$ cat config.mk
export PLATFORM = sky130hd
export DESIGN_NAME = dslope_pwm_timer
export DESIGN_NICKNAME = d
export VERILOG_FILES = /design/src/rtl/dslope_pkg.sv /design/src/rtl/dslope_cfg.sv /design/src/rtl/dslope_counter.sv /design/src/rtl/dslope_chan.sv /design/src/rtl/dslope_pwm_timer.sv
export SDC_FILE = /design/constraint.sdc
export NUM_CORES = 1
export LEC_CHECK = 0
export ABC_CLOCK_PERIOD_IN_PS = 3900
export BUFFER_PORTS_ARGS = -buffer_cell sky130_fd_sc_hd__buf_2
export CAP_MARGIN = 25
export CORE_ASPECT_RATIO = 0.75
export CORE_MARGIN = 2
export CORE_UTILIZATION = 45
export CTS_BUF_LIST = sky130_fd_sc_hd__clkbuf_16
export DETAILED_ROUTE_END_ITERATION = 8
export GPL_TIMING_DRIVEN = 1
export SLEW_MARGIN = 25
export SYNTH_ARGS = -nofsm -noshare
export SYNTH_HDL_FRONTEND = slang
export SYNTH_SLANG_ARGS = --single-unit
export TNS_END_PERCENT = 50
$ cat constraint.sdc
create_clock -name clk -period 3.9 [get_ports clk]
set_input_delay 0.39 -clock clk [delete_from_list [all_inputs] [get_ports clk]]
set_output_delay 0.39 -clock clk [all_outputs]
set_load 0.02 [all_outputs]
$ cat src/rtl/dslope_pkg.sv
package dslope_pkg;

    // Counter direction states
    typedef enum logic {
        ST_RISE = 1'b0,
        ST_FALL = 1'b1
    } slope_e;

    // Per-channel output behaviour
    typedef enum logic [1:0] {
        OM_OFF     = 2'd0,
        OM_OFF_ALT = 2'd1,
        OM_NONINV  = 2'd2,
        OM_INV     = 2'd3
    } outmode_e;

    // Register addresses
    localparam int ADDR_CTRL     = 0;
    localparam int ADDR_TOP      = 1;
    localparam int ADDR_FLAGCLR  = 2;
    localparam int ADDR_CMP_BASE = 3;

    // Ceiling select codes
    localparam logic [2:0] TS_REG = 3'd3;
    localparam logic [2:0] TS_FIXED_LIMIT = 3'd3;

endpackage

$ cat src/rtl/dslope_cfg.sv
module dslope_cfg import dslope_pkg::*; #(
    parameter int CNT_W     = 16,
    parameter int N_CH      = 2,
    parameter int FIX_MIN_W = 8,
    parameter int ADDR_W    = 3
) (
    input  logic                       clk,
    input  logic                       rst_n,
    input  logic                       wr_en,
    input  logic [ADDR_W-1:0]          wr_addr,
    input  logic [CNT_W-1:0]           wr_data,
    output logic [2:0]                 top_mode,
    output logic [N_CH-1:0][1:0]       out_mode,
    output logic [N_CH-1:0]            oe,
    output logic [CNT_W-1:0]           top_reg,
    output logic [CNT_W-1:0]           fix_top,
    output logic [N_CH+1:0]            flag_clr,
    output logic [N_CH-1:0]            cmp_wr,
    output logic [CNT_W-1:0]           cmp_wdata
);
    localparam int CTRL_W = 3 + 3 * N_CH;

    logic [CTRL_W-1:0] ctrl_q;
    logic              is_fixed;

    always_ff @(posedge clk or negedge rst_n) begin
        if (!rst_n) begin
            ctrl_q  <= '0;
            top_reg <= '0;
        end else if (wr_en) begin
            if (wr_addr == ADDR_W'(ADDR_CTRL)) ctrl_q  <= wr_data[CTRL_W-1:0];
            if (wr_addr == ADDR_W'(ADDR_TOP))  top_reg <= wr_data;
        end
    end

    assign top_mode = ctrl_q[2:0];
    assign is_fixed = (top_mode < TS_FIXED_LIMIT);

    // Fixed ceiling doubles as the compare write mask
    always_comb begin
        fix_top = '1;
        for (int k = 0; k < 3; k++) begin
            if (top_mode == 3'(k)) fix_top = {CNT_W{1'b1}} >> (CNT_W - FIX_MIN_W - k);
        end
    end

    assign cmp_wdata = is_fixed ? (wr_data & fix_top) : wr_data;
    assign flag_clr  = (wr_en && wr_addr == ADDR_W'(ADDR_FLAGCLR)) ? wr_data[N_CH+1:0] : '0;

    for (genvar c = 0; c < N_CH; c++) begin : g_dec
        assign out_mode[c] = ctrl_q[3 + 3*c +: 2];
        assign oe[c]       = ctrl_q[5 + 3*c];
        assign cmp_wr[c]   = wr_en && (wr_addr == ADDR_W'(ADDR_CMP_BASE + c));
    end

endmodule

$ cat src/rtl/dslope_counter.sv
module dslope_counter import dslope_pkg::*; #(
    parameter int CNT_W = 16
) (
    input  logic             clk,
    input  logic             rst_n,
    input  logic             tick,
    input  logic [CNT_W-1:0] top_val,
    output logic [CNT_W-1:0] count,
    output logic             falling,
    output logic             at_top,
    output logic             at_bottom
);
    slope_e           state_q, state_d;
    logic [CNT_W-1:0] cnt_d;

    // State register
    always_ff @(posedge clk or negedge rst_n) begin
        if (!rst_n) begin
            state_q <= ST_RISE;
            count   <= '0;
        end else begin
            state_q <= state_d;
            count   <= cnt_d;
        end
    end

    // Next state: turn at ceiling, turn at bottom, hold
    always_comb begin
        state_d = state_q;
        cnt_d   = count;
        if (tick) begin
            unique case (state_q)
                ST_RISE: begin
                    if (count >= top_val) begin
                        state_d = ST_FALL;
                        if (count != '0) cnt_d = count - 1'b1;
                    end else begin
                        cnt_d = count + 1'b1;
                    end
                end
                ST_FALL: begin
                    if (count == '0) begin
                        state_d = ST_RISE;
                        if (top_val != '0) cnt_d = CNT_W'(1);
                    end else begin
                        cnt_d = count - 1'b1;
                    end
                end
            endcase
        end
    end

    // Outputs
    always_comb begin
        falling   = (state_q == ST_FALL);
        at_top    = tick && (state_q == ST_RISE) && (count >= top_val);
        at_bottom = tick && (state_q == ST_FALL) && (count == '0);
    end

endmodule

$ cat src/rtl/dslope_chan.sv
module dslope_chan import dslope_pkg::*; #(
    parameter int CNT_W = 16
) (
    input  logic             clk,
    input  logic             rst_n,
    input  logic             tick,
    input  logic             load,
    input  logic             buf_wr,
    input  logic [CNT_W-1:0] buf_data,
    input  logic [CNT_W-1:0] count,
    input  logic             falling,
    input  logic [1:0]       out_mode,
    input  logic             oe,
    output logic [CNT_W-1:0] act_val,
    output logic             hit,
    output logic             pin
);
    logic [CNT_W-1:0] buf_q;
    logic             wave_q, wave_d;
    outmode_e         om;

    assign om  = outmode_e'(out_mode);
    assign hit = tick && (count == act_val);

    always_comb begin
        wave_d = wave_q;
        if (hit) begin
            unique case (om)
                OM_OFF, OM_OFF_ALT: wave_d = wave_q;
                OM_NONINV:          wave_d = falling;
                OM_INV:             wave_d = !falling;
            endcase
        end
    end

    always_ff @(posedge clk or negedge rst_n) begin
        if (!rst_n) begin
            buf_q   <= '0;
            act_val <= '0;
            wave_q  <= 1'b0;
        end else begin
            if (buf_wr) buf_q   <= buf_data;
            if (load)   act_val <= buf_q;
            wave_q <= wave_d;
        end
    end

    assign pin = oe && out_mode[1] && wave_q;

endmodule

$ cat src/rtl/dslope_pwm_timer.sv
module dslope_pwm_timer import dslope_pkg::*; #(
    parameter int CNT_W     = 16,
    parameter int N_CH      = 2,
    parameter int FIX_MIN_W = 8,
    parameter int ADDR_W    = 3
) (
    input  logic              clk,
    input  logic              rst_n,
    input  logic              tick_en,
    input  logic              wr_en,
    input  logic [ADDR_W-1:0] wr_addr,
    input  logic [CNT_W-1:0]  wr_data,
    output logic [CNT_W-1:0]  count,
    output logic              count_down,
    output logic [N_CH-1:0]   pwm_out,
    output logic              flg_bottom,
    output logic              flg_top,
    output logic [N_CH-1:0]   flg_cmp
);
    localparam int FLG_W = N_CH + 2;

    logic [2:0]                 top_mode;
    logic [N_CH-1:0][1:0]       omode_v;
    logic [N_CH-1:0]            oe_v, cmp_wr_v, hit_v;
    logic [CNT_W-1:0]           top_reg, fix_top, cmp_wdata, top_val;
    logic [N_CH-1:0][CNT_W-1:0] act_v;
    logic [FLG_W-1:0]           flag_clr;
    logic                       at_top, at_bottom;

    dslope_cfg #(.CNT_W(CNT_W), .N_CH(N_CH), .FIX_MIN_W(FIX_MIN_W), .ADDR_W(ADDR_W)) cfg_i (
        .clk(clk), .rst_n(rst_n), .wr_en(wr_en), .wr_addr(wr_addr), .wr_data(wr_data),
        .top_mode(top_mode), .out_mode(omode_v), .oe(oe_v), .top_reg(top_reg),
        .fix_top(fix_top), .flag_clr(flag_clr), .cmp_wr(cmp_wr_v), .cmp_wdata(cmp_wdata)
    );

    // Ceiling source select
    always_comb begin
        if (top_mode[2])            top_val = act_v[0];
        else if (top_mode == TS_REG) top_val = top_reg;
        else                        top_val = fix_top;
    end

    dslope_counter #(.CNT_W(CNT_W)) cnt_i (
        .clk(clk), .rst_n(rst_n), .tick(tick_en), .top_val(top_val),
        .count(count), .falling(count_down), .at_top(at_top), .at_bottom(at_bottom)
    );

    for (genvar c = 0; c < N_CH; c++) begin : g_ch
        dslope_chan #(.CNT_W(CNT_W)) ch_i (
            .clk(clk), .rst_n(rst_n), .tick(tick_en), .load(at_top),
            .buf_wr(cmp_wr_v[c]), .buf_data(cmp_wdata), .count(count),
            .falling(count_down), .out_mode(omode_v[c]), .oe(oe_v[c]),
            .act_val(act_v[c]), .hit(hit_v[c]), .pin(pwm_out[c])
        );
    end

    // Sticky flags: set has priority over a same-cycle clear
    always_ff @(posedge clk or negedge rst_n) begin
        if (!rst_n) begin
            flg_bottom <= 1'b0;
            flg_top    <= 1'b0;
            flg_cmp    <= '0;
        end else begin
            flg_bottom <= (flg_bottom && !flag_clr[0]) || at_bottom;
            flg_top    <= (flg_top && !flag_clr[1]) || at_top;
            flg_cmp    <= (flg_cmp & ~flag_clr[FLG_W-1:2]) | hit_v;
        end
    end

endmodule

==> reports/results.txt <==
Outcome -> completed
RSZ-0062 raised after global routing -> no
# DRC -> 0
Slew Limit Fails -> 0
Chip Width -> 138 um
FF+latch count, synth -> 112
MaxCap Viol Count -> 0
Gpl congestion -> 0.892
Total wire length after detailed routing -> 16.4 mm
Slew @ Worst Pin -> 0.985 ns
Synth Net Count -> 604
Slack of the critical path -> 0.481 ns
Port Buf Inserts -> 45
Initial Util -> 46.3%
CTS max path bufs -> 2
Detailed placer's ending HPWL -> 11.8 mm
LEAKAGE -> 2.97 nW
Synthesis-to-finish area growth -> 10.6%
Layout cells sized above 1 -> 25.9%
CP max FO -> 17
Synth area leaders -> dfrtp_1 (46%), mux2_2 (13%), xnor2_1 (4.9%)
Pre-CTS WS -> 0.616 ns
Final Net Count -> 636
Hold Buf Count CTS -> 0
Clk sink count -> 112
Pin count of the biggest net entering global routing -> 76
Number of synthesized flops with an enable pin -> 0
Hold_ws -> 0.0682 ns
Post-CTS setup repair buffer count -> 0
Vias in the first global route -> 4530
TritonCTS Buffers -> 9
Grt ovf -> 0
Startpoint class of the critical path -> flip-flop
Worst setup EP type -> flip-flop
DR iter-0 viols -> 335
Total power draw -> 4.57 mW
Syn_area_per_cell -> 10.8 um2
CORE AREA -> 13100 um2
Post-Syn Instances -> 562
Reg clk slew, reported paths -> 0.08 ns
Synthesized area -> 6040 um2
Worst Path Arrival -> 3.68 ns
Via count -> 4575
Tmin final -> 3.42 ns
First-pass GRT wire length -> 25.9 mm
CTS Root Cell -> clkbuf_16
Final ANT Viol Nets -> 0
Leading area contributor after synthesis -> dfrtp_1
Peak VDD IR -> 0.313 mV
Row count -> 36
Die area -> 14400 um2
Yosys warns -> 0
GRT Resource Usage Total -> 23.8%
Synth top area share -> 46.4%
# setup viols final -> 0
Wire per inst -> 21.3 um
Clock Skews -> 0.00732 ns
Post-cts sizing count -> 0
CTS tree -> yes
Drt pass-1 iters -> 5
Asr flop ratio synth -> 100%
Final Hold Violating Endpoints -> 0
Num ports -> 46
Final Util -> 51.2%
Die span in y -> 104 um
Tightest Hold Check Type -> input pin to asynchronous set/reset pin
CTS H-tree depth -> 3
Worst skew pair latency -> 0.34 ns
Fmax -> 292 MHz
Worst endpoint required time -> 4.17 ns
Top Registers -> g_ch.ch_i.act_val x32, g_ch.ch_i.buf_q x32
Initial antenna violation count -> 0
Seq/Total Area, Yosys -> 46.4%
Worst slew margin -> 34.1%
Netlist cell types -> 63
WS Path Type -> flip-flop to flip-flop
Final period util -> 87.7%
PwrDens -> 684 nW/um2
Main synth FF type -> dfrtp_1
Ant. Diodes -> 0
Number of vias per cell -> 5.95
Setup TNS -> 0 ns
-- layout make-up --
class | instances | area, um2
inverters | 11 | 41.3
clock inverters | 6 | 53.8
fillers | 1183 | 6380
well taps | 171 | 214
flip-flops and latches | 112 | 2800
clock buffers | 9 | 225
repair buffers | 56 | 327
multi-input cells | 404 | 3020
-- power by group --
group          total, mW  internal, mW  switching, mW
Combinational       1.72         0.791          0.927
Sequential          1.98          1.49          0.484
Clock              0.875         0.440          0.435
-- logic make-up after synthesis --
logic type | Yosys count | synth area share [%]
AO/OA/AOI/OAI | 103 | 12.1
XOR/XNOR | 34 | 4.93
adder cells (fa/ha/maj) | 19 | 3.93
buffers and inverters | 46 | 3.71
flip-flops | 112 | 46.4
multiplexers | 79 | 14.6
AND/OR/NAND/NOR | 169 | 14.3
-- path summary, 6_finish.rpt --
| kind | start | end | slack, ns | cells after the start |
|---|---|---|---|---|
| hold / removal | rst_n | cnt_i.count[10] | 0.07 | 1 |
| hold reg to reg | flg_cmp[1] | flg_cmp[1] | 0.47 | 2 |
| setup reg to reg | cfg_i.ctrl_q[2] | cnt_i.count[7] | 0.48 | 11 |
| setup / recovery | cfg_i.ctrl_q[2] | cnt_i.count[7] | 0.48 | 11 |
| max in group asynchronous | rst_n | cfg_i.top_reg[11] | 3.09 | 2 |
| min in group clk | wr_data[10] | cfg_i.top_reg[10] | 0.30 | 2 |
-- layout by cell type (no fill, tap or decap), drive strengths merged, types with 2 or more instances in the layout --
| cell type | count |
|---|---|
| dfrtp | 112 |
| nor4 | 5 |
| or3 | 5 |
| a21oi | 13 |
| a211oi | 5 |
| o21ai | 33 |
| nand2b | 8 |
| a22oi | 6 |
| nor3 | 21 |
| o32ai | 2 |
| mux2i | 7 |
| or4b | 2 |
| clkbuf | 9 |
| a31oi | 2 |
| ha | 19 |
| nand2 | 57 |
| and3 | 7 |
| inv | 13 |
| buf | 56 |
| clkinvlp | 3 |
| o31ai | 2 |
| o21a | 3 |
| o41ai | 2 |
| a21o | 4 |
| mux2 | 72 |
| or4 | 5 |
| nor3b | 2 |
| nor2 | 24 |
| and2 | 6 |
| xnor2 | 34 |
| nand4 | 11 |
| o2111a | 2 |
| o22ai | 5 |
| o221ai | 2 |
| a221oi | 9 |
| a22o | 3 |
| and3b | 2 |
| a211o | 2 |
| nand3 | 10 |
| o2111ai | 2 |
-- routing by layer --
layer / part of all wire (%) / global-route usage, % / routed length (um)
met2: 43 / 34.3 / 7020
met4: 0.65 / 4.37 / 106
met3: 5.7 / 4.97 / 929
met5: 0 / 0 / 0
met1: 51 / 37.0 / 8310
-- cell usage after synthesis, drive strengths merged (3+ instances only) --
library cell,count
o22ai,5
ha,19
and2,6
nand4,11
xnor2,34
a211oi,5
a21oi,13
mux2,72
dfrtp,112
or4,5
o21ai,33
o21a,3
and3,7
a22o,3
a221oi,9
nor2,24
buf,16
nor4,5
mux2i,7
nand3,10
clkbuf,19
inv,11
nor3,21
a21o,4
nand2,57
a22oi,6
or3,5
nand2b,8
-- critical path, cell delays in order (launching register included) --
cell,delay [ns]
dfrtp_1,0.38
buf_4,0.19
and3b_1,0.33
a22oi_1,0.11
ha_1,0.31
nand2_1,0.06
o21ai_0,0.41
nand2b_1,0.22
a21oi_1,0.08
nor2_1,0.75
a221oi_1,0.24
a211oi_2,0.25
-- stage by stage --
step           area (um2)  cells
6_report             6690    769
5_1_grt              6690    769
4_1_cts              6680    769
3_5_place_dp         6400    754
3_3_place_gp         6400    754
2_1_floorplan        6040    562
No activity file was read; power rests on OpenSTA's default activity.
